<file path="src/rtl/xchg_pkg.sv">
package xchg_pkg;
    typedef enum logic [1:0] {
        DIR_OFF  = 2'b00,
        DIR_A    = 2'b01,
        DIR_B    = 2'b10,
        DIR_BOTH = 2'b11
    } dir_e;
endpackage

</file>
<file path="src/rtl/xchg_dir_ctrl.sv">
module xchg_dir_ctrl
    import xchg_pkg::*;
(
    input  logic clk,
    input  logic rst,
    input  logic sel,
    input  logic oe_a_n,
    input  logic oe_b_n,
    output logic sel_q,
    output logic drv_a,
    output logic drv_b
);
    dir_e state_q, state_d;

    // next state: named after the target (to-off, to-A, to-B, to-both)
    always_comb begin
        unique case ({oe_b_n, oe_a_n})
            2'b11:   state_d = DIR_OFF;
            2'b10:   state_d = DIR_A;
            2'b01:   state_d = DIR_B;
            default: state_d = DIR_BOTH;
        endcase
    end

    always_ff @(posedge clk) begin
        if (rst) begin
            state_q <= DIR_OFF;
            sel_q   <= 1'b0;
        end else begin
            state_q <= state_d;
            sel_q   <= sel;
        end
    end

    always_comb begin
        unique case (state_q)
            DIR_OFF:  begin drv_a = 1'b0; drv_b = 1'b0; end
            DIR_A:    begin drv_a = 1'b1; drv_b = 1'b0; end
            DIR_B:    begin drv_a = 1'b0; drv_b = 1'b1; end
            DIR_BOTH: begin drv_a = 1'b1; drv_b = 1'b1; end
            default:  begin drv_a = 1'b0; drv_b = 1'b0; end
        endcase
    end

    // enables act one edge later, never earlier
    p_a_on_r8: assert property (@(posedge clk) disable iff (rst)
        !oe_a_n |=> drv_a);
    p_a_off_r9: assert property (@(posedge clk) disable iff (rst)
        oe_a_n |=> !drv_a);
    p_b_on_r8: assert property (@(posedge clk) disable iff (rst)
        !oe_b_n |=> drv_b);
    p_sel_lag_r9: assert property (@(posedge clk) disable iff (rst)
        sel |=> sel_q);
    p_reset_off_r1: assert property (@(posedge clk)
        rst |=> (!drv_a && !drv_b && !sel_q));
endmodule

</file>
<file path="src/rtl/xchg_pack.sv">
module xchg_pack #(
    parameter int WORD_W = 12
) (
    input  logic              clk,
    input  logic              rst,
    input  logic [WORD_W-1:0] a_in,
    input  logic              ld1_n,
    input  logic              ld2_n,
    output logic [WORD_W-1:0] hi_half_lo,
    output logic [WORD_W-1:0] hi_half_hi
);
    logic [WORD_W-1:0] stage1_q, stage2_q, single_q;

    always_ff @(posedge clk) begin
        if (rst) begin
            stage1_q <= '0;
            stage2_q <= '0;
            single_q <= '0;
        end else begin
            if (!ld1_n) stage1_q <= a_in;
            if (!ld2_n) begin
                stage2_q <= stage1_q;
                single_q <= a_in;
            end
        end
    end

    assign hi_half_lo = stage2_q;
    assign hi_half_hi = single_q;

    p_two_stage_r3: assert property (@(posedge clk) disable iff (rst)
        !ld2_n |=> hi_half_lo == $past(stage1_q));
    p_one_stage_r4: assert property (@(posedge clk) disable iff (rst)
        !ld2_n |=> hi_half_hi == $past(a_in));
    p_hold_b_r2: assert property (@(posedge clk) disable iff (rst)
        ld2_n |=> ($stable(hi_half_lo) && $stable(hi_half_hi)));
endmodule

</file>
<file path="src/rtl/xchg_unpack.sv">
module xchg_unpack #(
    parameter int WORD_W = 12
) (
    input  logic              clk,
    input  logic              rst,
    input  logic [WORD_W-1:0] b1_in,
    input  logic [WORD_W-1:0] b2_in,
    input  logic              ld1_n,
    input  logic              ld2_n,
    input  logic              sel_q,
    output logic [WORD_W-1:0] a_out
);
    localparam int HALVES = 2;
    logic [WORD_W-1:0] cap_q [HALVES];
    logic [WORD_W-1:0] src   [HALVES];
    logic [HALVES-1:0] ld_n;

    assign src[0] = b1_in;
    assign src[1] = b2_in;
    assign ld_n   = {ld2_n, ld1_n};

    for (genvar h = 0; h < HALVES; h++) begin : g_cap
        always_ff @(posedge clk) begin
            if (rst)           cap_q[h] <= '0;
            else if (!ld_n[h]) cap_q[h] <= src[h];
        end
    end

    assign a_out = sel_q ? cap_q[1] : cap_q[0];

    p_cap1_r6: assert property (@(posedge clk) disable iff (rst)
        !ld1_n |=> cap_q[0] == $past(b1_in));
    p_cap2_r6: assert property (@(posedge clk) disable iff (rst)
        !ld2_n |=> cap_q[1] == $past(b2_in));
    p_hold_a_r2: assert property (@(posedge clk) disable iff (rst)
        (ld1_n && ld2_n) |=> ($stable(cap_q[0]) && $stable(cap_q[1])));
endmodule

</file>
<file path="src/rtl/nw_bus_exchanger.sv">
module nw_bus_exchanger #(
    parameter int WORD_W = 12
) (
    input  logic              clk,
    input  logic              rst,
    input  logic [WORD_W-1:0] a_in,
    input  logic              ld_a1_n,
    input  logic              ld_a2_n,
    input  logic [WORD_W-1:0] b1_in,
    input  logic [WORD_W-1:0] b2_in,
    input  logic              ld_b1_n,
    input  logic              ld_b2_n,
    input  logic              sel,
    input  logic              oe_a_n,
    input  logic              oe_b_n,
    output logic [WORD_W-1:0] a_out,
    output logic              a_drv,
    output logic [WORD_W-1:0] b1_out,
    output logic [WORD_W-1:0] b2_out,
    output logic              b_drv
);
    logic sel_q;

    xchg_dir_ctrl u_dir (
        .clk    (clk),
        .rst    (rst),
        .sel    (sel),
        .oe_a_n (oe_a_n),
        .oe_b_n (oe_b_n),
        .sel_q  (sel_q),
        .drv_a  (a_drv),
        .drv_b  (b_drv)
    );

    xchg_pack #(.WORD_W(WORD_W)) u_pack (
        .clk        (clk),
        .rst        (rst),
        .a_in       (a_in),
        .ld1_n      (ld_a1_n),
        .ld2_n      (ld_a2_n),
        .hi_half_lo (b1_out),
        .hi_half_hi (b2_out)
    );

    xchg_unpack #(.WORD_W(WORD_W)) u_unpack (
        .clk   (clk),
        .rst   (rst),
        .b1_in (b1_in),
        .b2_in (b2_in),
        .ld1_n (ld_b1_n),
        .ld2_n (ld_b2_n),
        .sel_q (sel_q),
        .a_out (a_out)
    );

    // back-to-back loads leave the earlier word in the 1B half
    p_pack_order_r5: assert property (@(posedge clk) disable iff (rst)
        (!ld_a1_n && ld_a2_n) ##1 (!ld_a2_n && ld_a1_n)
        |=> (b1_out == $past(a_in, 2) && b2_out == $past(a_in)));
endmodule

</file>
<file path="config.mk">
export PLATFORM = sky130hd
export DESIGN_NAME = nw_bus_exchanger
export DESIGN_NICKNAME = d
export VERILOG_FILES = /design/src/rtl/xchg_pkg.sv /design/src/rtl/xchg_dir_ctrl.sv /design/src/rtl/xchg_pack.sv /design/src/rtl/xchg_unpack.sv /design/src/rtl/nw_bus_exchanger.sv
export SDC_FILE = /design/constraint.sdc
export NUM_CORES = 1
export LEC_CHECK = 0
export ABC_AREA = 1
export BUFFER_PORTS_ARGS = -buffer_cell sky130_fd_sc_hd__buf_4
export CAP_MARGIN = 20
export CELL_PAD_IN_SITES_DETAIL_PLACEMENT = 1
export CELL_PAD_IN_SITES_GLOBAL_PLACEMENT = 2
export CORE_MARGIN = 5
export CORE_UTILIZATION = 30
export CTS_CLUSTER_DIAMETER = 100
export CTS_CLUSTER_SIZE = 10
export DETAILED_ROUTE_END_ITERATION = 8
export PLACE_DENSITY_LB_ADDON = 0.15
export SLEW_MARGIN = 20
export SYNTH_ARGS = -nofsm -noshare
export SYNTH_HDL_FRONTEND = slang
export SYNTH_HIERARCHICAL = 1
export SYNTH_SLANG_ARGS = --single-unit
</file>
<file path="constraint.sdc">
create_clock -name clk -period 1.5 [get_ports clk]
set_clock_uncertainty 0.15 [all_clocks]
set_input_delay 0.075 -clock clk [delete_from_list [all_inputs] [get_ports clk]]
set_output_delay 0.075 -clock clk [all_outputs]
set_load 0.01 [all_outputs]
</file>
* Word level (Yosys, flattened, before mapping)
Memories as Yosys holds them, arrays and structs flattened.
Cells that the tools add are included.
** Word-level totals
- ROM bits :: 0
- Memories kept :: 1
- Latch bits :: 0
- Register bits :: 39
- RAM bits :: 24
- Bits of input ports :: 45
** Operators by class
- Muxes and demuxes :: 14
- Reduce and logical (&&, ||, !) cells :: 5
- Add/subtract/negate cells :: 0
- Equality and inequality tests :: 6
- Bitwise logic cells :: 2
- Divide/modulo/power cells :: 0
- Shift operators :: 0
- Order comparisons :: 0
- $mul :: 0
** Memory list
- u_unpack.cap_q :: depth 2, bits a word 12, rd ports 2, clocked after Yosys merged registers in 0, wr ports 2, line xchg_unpack.sv:14 : logic [WORD_W-1:0] cap_q [HALVES];
** Operator list (number)
- 2-to-1 mux 12 bit :: 3
- == test 2 bit, second input constant :: 4
- 2-to-1 mux 1 bit :: 8
- OR reduction 2 bit :: 4
- one-hot mux 2 bit (3 select lines) :: 1
- == test 2 x 1 -> 1 bit, second input constant :: 2
- one-hot mux 1 bit (2 select lines) :: 2
- logical NOT 2 bit :: 1
- bitwise OR 1 bit :: 2

* Longest topological paths before layout
Gate-level depths: netlist of the first run.
- Depth after elaboration :: 4
- Depth in mapped cells :: 4

* Cells and area by module
The synthesis of the first run kept the hierarchy.
** By module, submodules not included
- xchg_pack :: area an instance 1463.9 um^2, instances 1, cells each 227, seq. area each 720.7 um^2
- xchg_unpack :: area an instance 1114.8 um^2, instances 1, cells each 120, seq. area each 720.7 um^2
- xchg_dir_ctrl :: area an instance 82.6 um^2, instances 1, cells each 9, seq. area each 60.1 um^2

* Worst setup path before layout of the first run
OpenSTA, ideal clock, no wires.
- Path kind :: input-to-reg
- Start point :: input port rst
- End point :: memory u_unpack.cap_q[0][0] (enable)
- Slack :: 0.611 ns
- Stages on the path :: 2
- Data required time :: 1.000 ns
- Library setup time :: 0.350 ns
- Arrival :: 0.389 ns
- Path buffers :: 0
- Cell sequence :: inv_2 > nand2_1
** RTL lines
- start: declaration :: line nw_bus_exchanger.sv:5 : input logic rst,
- end: declaration :: line xchg_unpack.sv:14

==> results of run 1 <==
cells in the mapped netlist:
library cell	number	area share (%)
nand2_1	110	16
nor2_1	98	14
inv_1	63	8.9
dfxtp_1	39	29
edfxtp_1	24	27
buf_2	6	1.1
buf_6	5	2.1
clkbuf_1	3	0.42
buf_4	2	0.56
inv_2	2	0.28
nand2_2	2	0.47
clkinv_1	1	0.14
nor2_2	1	0.24
registers in the layout, indices dropped and copies added (netlist names):
signal and cells:
u_dir/sel_q 1, u_dir/state_q 2, u_pack/hi_half_hi 12, u_pack/hi_half_lo 12, u_pack/stage1_q 12, u_unpack/cap_q 24
per-layer routing:
metal  up-vias  global-route usage, %  routed length (um)
met5         -                      0                   0
met4         0                  5.273                 100
met3        10                  3.724                 351
met2        48                  22.50                3407
met1      1078                  15.85                3042
li1       1272                      -                   -
report_power, final:
part	internal (mW)	switching, mW	total (mW)
logic	0.343	0.306	0.649
registers	1.90	0.0491	1.95
clock network	0.739	0.644	1.38
total	2.99	1.00	3.99
cell families (layout without fill, tap and decap cells):
family | count (synthesis) | count (layout) | share of synthesized area, %
simple gates | 211 | 211 | 30.04
flops | 63 | 63 | 56.42
buf+inv | 82 | 214 | 13.54
how the worst max path moves through the flow:
stage / depth (start not counted) / from / slack [ns] / to
finish: 5 / ld_a1_n / 0.06 / u_pack/stage1_q[10]
global route: 4 / u_dir/sel_q / 0.005 / a_out[4]
CTS: 5 / ld_a1_n / 0.04 / u_pack/stage1_q[3]
detailed placement: 3 / rst / 0.31 / u_unpack/cap_q[0][2]
global placement: 3 / rst / 0.36 / u_unpack/cap_q[0][7]
floorplan: 2 / rst / 0.61 / u_unpack/cap_q[0][0]
worst register-to-register path: stages, from the launching register on:
cell     delay, ns
dfxtp_1       0.33
inv_1         0.05
nand2_1       0.06
nand2_1       0.05
nor2_1        0.09
metrics by stage:
step	instances	util [%]	power (mW)
global route	596	46.15	4.213
detailed placement	532	38.34	2.548
CTS	598	46.24	4.060
finish	596	46.15	3.985
global placement	532	38.34	2.531
floorplan	356	-	2.271
final cells by class:
class                   count  area [sq um]  share of cell area [%]
repair buffers            132          1136                   28.37
inverters                  66         247.7                   6.186
multi-input cells         211         799.5                   19.96
clock inverters             3         15.01                  0.3749
flip-flops and latches     63          1501                   37.49
clock buffers              13         170.2                   4.249
well taps                 108         135.1                   3.374
timing repair:
action | CTS | global route
gates resized for setup | 0 | 3
hold endpoints to repair | 51 | 0
setup endpoints to repair | 0 | 7
hold buffers | 50 | 0
==> summary.txt, run 1 <==
Run status
  – Status: completed

Setup path
  – CP Data Required Time: 1.58 ns
  – Setup CP Type: input pin to register
  – Delay-heaviest family, CP: buffers and inverters
  – Critical register-to-register path startpoint: u_pack/hi_half_hi[11]
  – Crit path cell chain: dlygate4sd3_1 > buf_12 > nor2_1 > dlygate4sd3_1 > nor2_1
  – Worst R2R End: u_pack/hi_half_hi[11]
  – R2r setup slk: 0.70 ns
  – CP Max Fanout: 24
  – CP Capture Type: register
  – Reg2reg path depth: 4
  – Slowest cell on the critical path: dlygate4sd3_1
  – Worst setup SP type: input pin
  – Max stage delay on crit path: 0.58 ns
  – Worst path buffer plus inverter count: 3
  – CP Data Arrival Time: 1.52 ns

Final layout
  – # diodes: 0
  – Fraction of layout cells with a size suffix above 1: 21.11%
  – Fill cell count: 1104
  – Most frequent cells in the layout: nand2_1 (110), nor2_1 (98), buf_4 (82)
  – Final instance area: 4005 sq um
  – NumNets Final: 528
  – Commonest non-fill, non-tap cell in the layout: nand2_1
  – Area Growth Syn to Fin: 50.49%

Synthesis
  – Mapped Cells: 356
  – Cell Area, Synth: 2661 sq um
  – Synth warn: 6
  – Synthesized flop and latch total: 63
  – Mean post-synth cell area: 7.476 sq um
  – Synth unique cells: 13
  – Sequential area share after synthesis: 56.42%
  – Syn nets: 401

STA
  – RSZ-0062 raised after global routing: no
  – Fmax: 0.6925 GHz
  – Worst hold slack: 0.09341 ns
  – Max-slew violations: 0
  – Final setup viols: 0
  – Relative slew slack: 64.93%
  – Minimum clock period: 1.444 ns
  – Final worst setup slack: 0.05597 ns
  – Period utilisation layout: 96.27%
  – Final Hold Fails: 0
  – Slew @ Worst Pin: 0.5248 ns
  – Setup TNS: 0 ns

Clock tree
  – Htree depth: 3
  – Bufs on Longest Clock Path: 2
  – CTS Buf Count: 9
  – Post-CTS Setup Inserts: 0
  – Root Buffer: clkbuf_8
  – Clock Pin Slew Worst Setup and Hold Paths: 0.07 ns
  – Clk sink count: 63
  – Clk_lat worst skew: 0.32 ns
  – CTS tree: yes

Global routing
  – Vias in the first global route: 2542
  – First-pass GRT wire length: 11850 um
  – Largest net degree at the start of global routing: 49
  – Initial antenna violation count: 0
  – Gr ovfl total: 0
  – GRT Overall Usage: 13.29%

Job
  – Total of max-cap violations: 0

Die
  – Std-Cell Rows: 34
  – Ports: 83
  – Height of the chip: 104.2 um
  – Core Area: 8678 sq um
  – Die Area: 10850 sq um
  – Width of the die: 104.2 um
  – Initial Util: 30.67%

Pwr
  – P per Cell Area: 995.0 nW/um^2
  – VDD IR max: 0.4943 mV
  – Leakage: 2.092 nW

Detailed routing
  – Via density: 4.040
  – Iteration-0 DRC Markers: 38
  – DRT Pass-1 Iters: 6
  – DRC: 0
  – Routed Antenna Nets: 0
  – WL/cell: 11.58 um
  – Post-Route WL: 6901 um
  – Via count: 2408

Placed design
  – DP Worst Slack: 0.3064 ns
  – Placed Area: 3327 sq um
  – Count of input and output buffers: 82
  – Post-DP HPWL: 4612 um
  – Placer congestion estimate: 0.7054

Worst hold path
  – Min-Delay Path Class: input pin to register
  – Hold Path End: u_pack/hi_half_hi[9]
  – Hold Path Cell Cnt: 3
  – HP Start: ld_a2_n
(Power assumes the default switching activity.)
==> run 2: changes to the inputs <==
--- a/config.mk
+++ b/config.mk
@@ -16,6 +16,7 @@
 export CTS_CLUSTER_SIZE = 10
 export DETAILED_ROUTE_END_ITERATION = 8
 export PLACE_DENSITY_LB_ADDON = 0.15
+export REMOVE_ABC_BUFFERS = 1
 export SLEW_MARGIN = 20
 export SYNTH_ARGS = -nofsm -noshare
 export SYNTH_HDL_FRONTEND = slang
==> summary.txt, run 2 (synthesis gave the netlist of run 1 again) <==
Global routing
  – Initial antenna violation count: 0
  – Gr ovfl total: 0
  – Vias in the first global route: 2430
  – GRT Overall Usage: 13.35%
  – First-pass GRT wire length: 11740 um
  – Largest net degree at the start of global routing: 49

STA
  – RSZ-0062 raised after global routing: no
  – Minimum clock period: 1.379 ns
  – Setup TNS: 0 ns
  – Slew @ Worst Pin: 0.5060 ns
  – Final setup viols: 0
  – Worst hold slack: 0.02218 ns
  – Fmax: 0.7250 GHz
  – Period utilisation layout: 91.96%
  – Relative slew slack: 66.18%
  – Final Hold Fails: 0
  – Max-slew violations: 0

Final layout
  – Top reg by flops: u_unpack/cap_q
  – Area Growth Syn to Fin: 46.78%
  – Core Util, Final: 45.01%
  – Final cell count without fillers: 591
  – Fraction of layout cells with a size suffix above 1: 21.33%
  – NumNets Final: 523
  – Most frequent cells in the layout: nand2_1 (110), nor2_1 (98), buf_4 (85)
  – Commonest non-fill, non-tap cell in the layout: nand2_1
  – Largest register FFs: 24
  – # diodes: 0

Pwr
  – Sw frac: 25.25%
  – Leakage: 2.042 nW
  – Power share of the combinational group: 16.5%
  – Internal power: 2.874 mW
  – Sequential group share of total power: 50.8%
  – P per Cell Area: 984.2 nW/um^2
  – Final Power: 3.845 mW
  – Clock network power share: 32.7%
  – Switch Pwr: 970.8 uW
  – VDD IR max: 0.5510 mV

Run status
  – Status: completed

Setup path
  – Slowest cell on the critical path: dfxtp_2
  – Worst path most repeated cell: nand2_1
  – CP Data Arrival Time: 1.15 ns
  – Worst setup SP type: register
  – Max stage delay on crit path: 0.35 ns
  – Setup CP Type: register to primary output
  – CP Capture Type: primary output
  – CP Data Required Time: 1.27 ns
  – CP Max Fanout: 12
  – Crit path cell chain: inv_2 > nand2_1 > nand2_1 > buf_4

Placed design
  – Post-DP HPWL: 4739 um
  – Count of input and output buffers: 82
  – Placer congestion estimate: 0.7221
  – Post-Place Cells: 533

Clock tree
  – Root Buffer: clkbuf_8
  – Htree depth: 3
  – Clk_lat worst skew: 0.32 ns
  – CTS tree: yes
  – Bufs on Longest Clock Path: 2
  – Clock Pin Slew Worst Setup and Hold Paths: 0.07 ns
  – CTS Buf Count: 9
  – Clk sink count: 63

Die
  – Width of the die: 104.2 um
  – Die Area: 10850 sq um
  – Initial Util: 30.67%
  – Height of the chip: 104.2 um
  – Ports: 83
  – Core Area: 8678 sq um
  – Std-Cell Rows: 34

Detailed routing
  – WL/cell: 11.77 um
  – Routed Antenna Nets: 0
  – Iteration-0 DRC Markers: 52
  – Via count: 2397
  – DRT Pass-1 Iters: 4
  – Post-Route WL: 6954 um
  – Via density: 4.056
  – DRC: 0

Worst hold path
  – Min-Delay Path Class: input pin to register

Job
  – Total of max-cap violations: 0
-- run 2: path summary, 6_finish.rpt --
kind | start | endpoint | slack [ns] | depth (start not counted)
worst min-delay path | ld_a1_n | u_pack/stage1_q[8] | 0.02 | 3
worst max-delay path | u_dir/sel_q | a_out[1] | 0.12 | 4
worst min register to register | u_pack/stage1_q[7] | u_pack/hi_half_lo[7] | 0.31 | 2
worst max register to register | u_pack/stage1_q[5] | u_pack/stage1_q[5] | 0.72 | 4
-- run 2: critical path, delay by kind of cell, from the launching register on --
kind	cells	cell delay (ns)
buffers and inverters	2	0.29
DFF	1	0.35
and+or+nand+nor	2	0.20
-- run 2: timing repair --
item | 4_1_cts | 5_1_grt
buffers inserted | 0 | 0
hold buffers | 42 | 0
resized for setup | 0 | 1
endpoints found under the setup margin | 0 | 9
endpoints found under the hold margin | 51 | 0
-- run 2: power groups by stage --
stage | combinational, mW | clock (mW) | sequential (mW)
2_1_floorplan | 0.221 | 0 | 2.01
3_3_place_gp | 0.545 | 0 | 1.99
3_5_place_dp | 0.556 | 0 | 1.99
4_1_cts | 0.645 | 1.31 | 1.95
5_1_grt | 0.718 | 1.40 | 1.97
6_report | 0.634 | 1.26 | 1.95
-- run 2: layout make-up --
| cell class | count | area [sq um] |
|---|---|---|
| fill | 1074 | 4772 |
| tap | 108 | 135.1 |
| sequential | 63 | 1503 |
| timing repair buffer | 127 | 1059 |
| multi-input combinational | 211 | 799.5 |
| inverter | 66 | 247.7 |
| clock buffer | 14 | 152.6 |
| clock inverter | 2 | 10.01 |
-- run 2: per-layer routing --
layer,part of all wire (%),global-route usage [%],wire (um)
met3,6.5,4.407,454
met5,0,0,0
met1,45,16.48,3099
met2,47,21.49,3294
met4,1.5,5.273,106
-- run 2: per-stage QoR --
step | area [sq um] | setup WS (ns)
final | 3906 | 0.1207
after CTS | 3905 | 0.02668
after global routing | 3906 | 0.02304
after global placement | 3322 | 0.3624
after detailed placement | 3322 | 0.3186
after floorplan | 2549 | 0.4209
==> run 3: changes to the inputs <==
--- a/config.mk
+++ b/config.mk
@@ -17,6 +17,7 @@
 export DETAILED_ROUTE_END_ITERATION = 8
 export PLACE_DENSITY_LB_ADDON = 0.15
 export REMOVE_ABC_BUFFERS = 1
+export SETUP_SLACK_MARGIN = 0.15
 export SLEW_MARGIN = 20
 export SYNTH_ARGS = -nofsm -noshare
 export SYNTH_HDL_FRONTEND = slang
==> summary.txt, run 3 (synthesis gave the netlist of run 1 again) <==
Run status
  – Status: completed

Detailed routing
  – Via density: 4.100
  – WL/cell: 11.85 um
  – Iteration-0 DRC Markers: 57
  – Routed Antenna Nets: 0
  – DRT Pass-1 Iters: 4
  – DRC: 0
  – Post-Route WL: 7013 um
  – Via count: 2427

Setup path
  – Worst setup SP type: register
  – CP Data Required Time: 1.27 ns
  – CP Launch Point: u_dir/sel_q
  – Setup CP Type: register to primary output
  – Critical register-to-register path startpoint: u_pack/stage1_q[5]
  – CP Data Arrival Time: 1.10 ns
  – CP Capture Type: primary output
  – CP Max Fanout: 8

Global routing
  – First-pass GRT wire length: 11730 um
  – Vias in the first global route: 2440
  – Initial antenna violation count: 0
  – Largest net degree at the start of global routing: 49
  – Gr ovfl total: 0
  – GRT Overall Usage: 13.33%

Final layout
  – Commonest non-fill, non-tap cell in the layout: nor2_1
  – Fraction of layout cells with a size suffix above 1: 25.83%
  – NumNets Final: 524
  – FF+latch area: 1505 sq um
  – # diodes: 0
  – Area Growth Syn to Fin: 51.86%
  – Top reg by flops: u_unpack/cap_q
  – Most frequent cells in the layout: nor2_1 (97), nand2_1 (90), buf_4 (75)
  – Largest register FFs: 24
  – Multi-input gate area: 867.1 sq um
  – Fill cell count: 1060

Clock tree
  – Clk_lat worst skew: 0.32 ns
  – Clock Pin Slew Worst Setup and Hold Paths: 0.07 ns
  – Clk sink count: 63
  – Root Buffer: clkbuf_8
  – CTS Buf Count: 9
  – CTS tree: yes
  – Htree depth: 3
  – Bufs on Longest Clock Path: 2

Pwr
  – Sw frac: 25.47%
  – Clock network power share: 32.2%
  – Internal power: 2.904 mW
  – P per Cell Area: 964.1 nW/um^2
  – VDD IR max: 0.5513 mV
  – Sequential group share of total power: 50.3%
  – Power share of the combinational group: 17.4%
  – Leakage: 2.094 nW
  – Switch Pwr: 992.3 uW
  – Final Power: 3.896 mW

Placed design
  – Placer congestion estimate: 0.7221
  – Post-DP HPWL: 4739 um
  – Count of input and output buffers: 82

Die
  – Height of the chip: 104.2 um
  – Core Area: 8678 sq um
  – Std-Cell Rows: 34
  – Ports: 83
  – Die Area: 10850 sq um
  – Width of the die: 104.2 um
  – Initial Util: 30.67%

STA
  – Relative slew slack: 65.52%
  – Period utilisation layout: 88.24%
  – Setup TNS: 0 ns
  – Fmax: 0.7555 GHz
  – Minimum clock period: 1.324 ns
  – RSZ-0062 raised after global routing: yes
  – Final setup viols: 0
  – Final Hold Fails: 0
  – Slew @ Worst Pin: 0.5159 ns
  – Max-slew violations: 0

Job
  – Total of max-cap violations: 0

Worst hold path
  – Min-Delay Path Class: input pin to register
  – HP Start: ld_a1_n
[run 3: worst max-delay path: stages (launching register included)]
cell     delay, ns
dfxtp_4       0.41
buf_12        0.15
nand2_2       0.05
nand2_2       0.07
buf_6         0.10
[run 3: what timing repair did]
item,CTS,global route
hold buffers,42,0
gates resized for setup,6,36
setup buffers,1,0
pin swaps,1,9
setup endpoints to repair,12,12
hold endpoints to repair,51,0
[run 3: layout make-up]
type                            count  share of cell area, %
Clock buffer                       14                  3.777
Clock inverter                      2                 0.2477
Inverter                           66                  6.316
Multi-Input combinational cell    211                  21.46
Sequential cell                    63                  37.24
Tap cell                          108                  3.344
Timing Repair Buffer              128                  27.62
[run 3: worst paths after layout]
path / to / slack, ns / depth (start not counted)
min: u_pack/stage1_q[8] / 0.02 / 3
max: a_out[3] / 0.18 / 4
min reg2reg: u_pack/hi_half_lo[7] / 0.31 / 2
max reg2reg: u_pack/stage1_q[5] / 0.72 / 4
[run 3: per-stage QoR]
step	worst slack, ns	std cells	hold slack, ns	utilization (%)	instance area [sq um]
after floorplan	0.4209	340	-0.008310	-	2549
after global placement	0.3624	533	0.08180	38.28	3322
after detailed placement	0.3186	533	0.08377	38.28	3322
after CTS	0.1568	592	0.008905	45.26	3928
after global routing	0.1206	592	0.01659	46.57	4041
final	0.1764	592	0.01923	46.57	4041
[run 3: metal layers]
layer	global-route usage, %	part of all wire (%)
met1	16.32	44
met2	21.58	48
met3	4.407	6.4
met4	5.273	1.5
met5	0	0
[run 3: power by group through the flow]
stage               registers [mW]  clock network, mW  logic [mW]
floorplan                     2.01                  0       0.221
global placement              1.99                  0       0.545
detailed placement            1.99                  0       0.556
CTS                           1.96               1.31       0.649
global route                  1.97               1.40       0.764
finish                        1.96               1.26       0.679
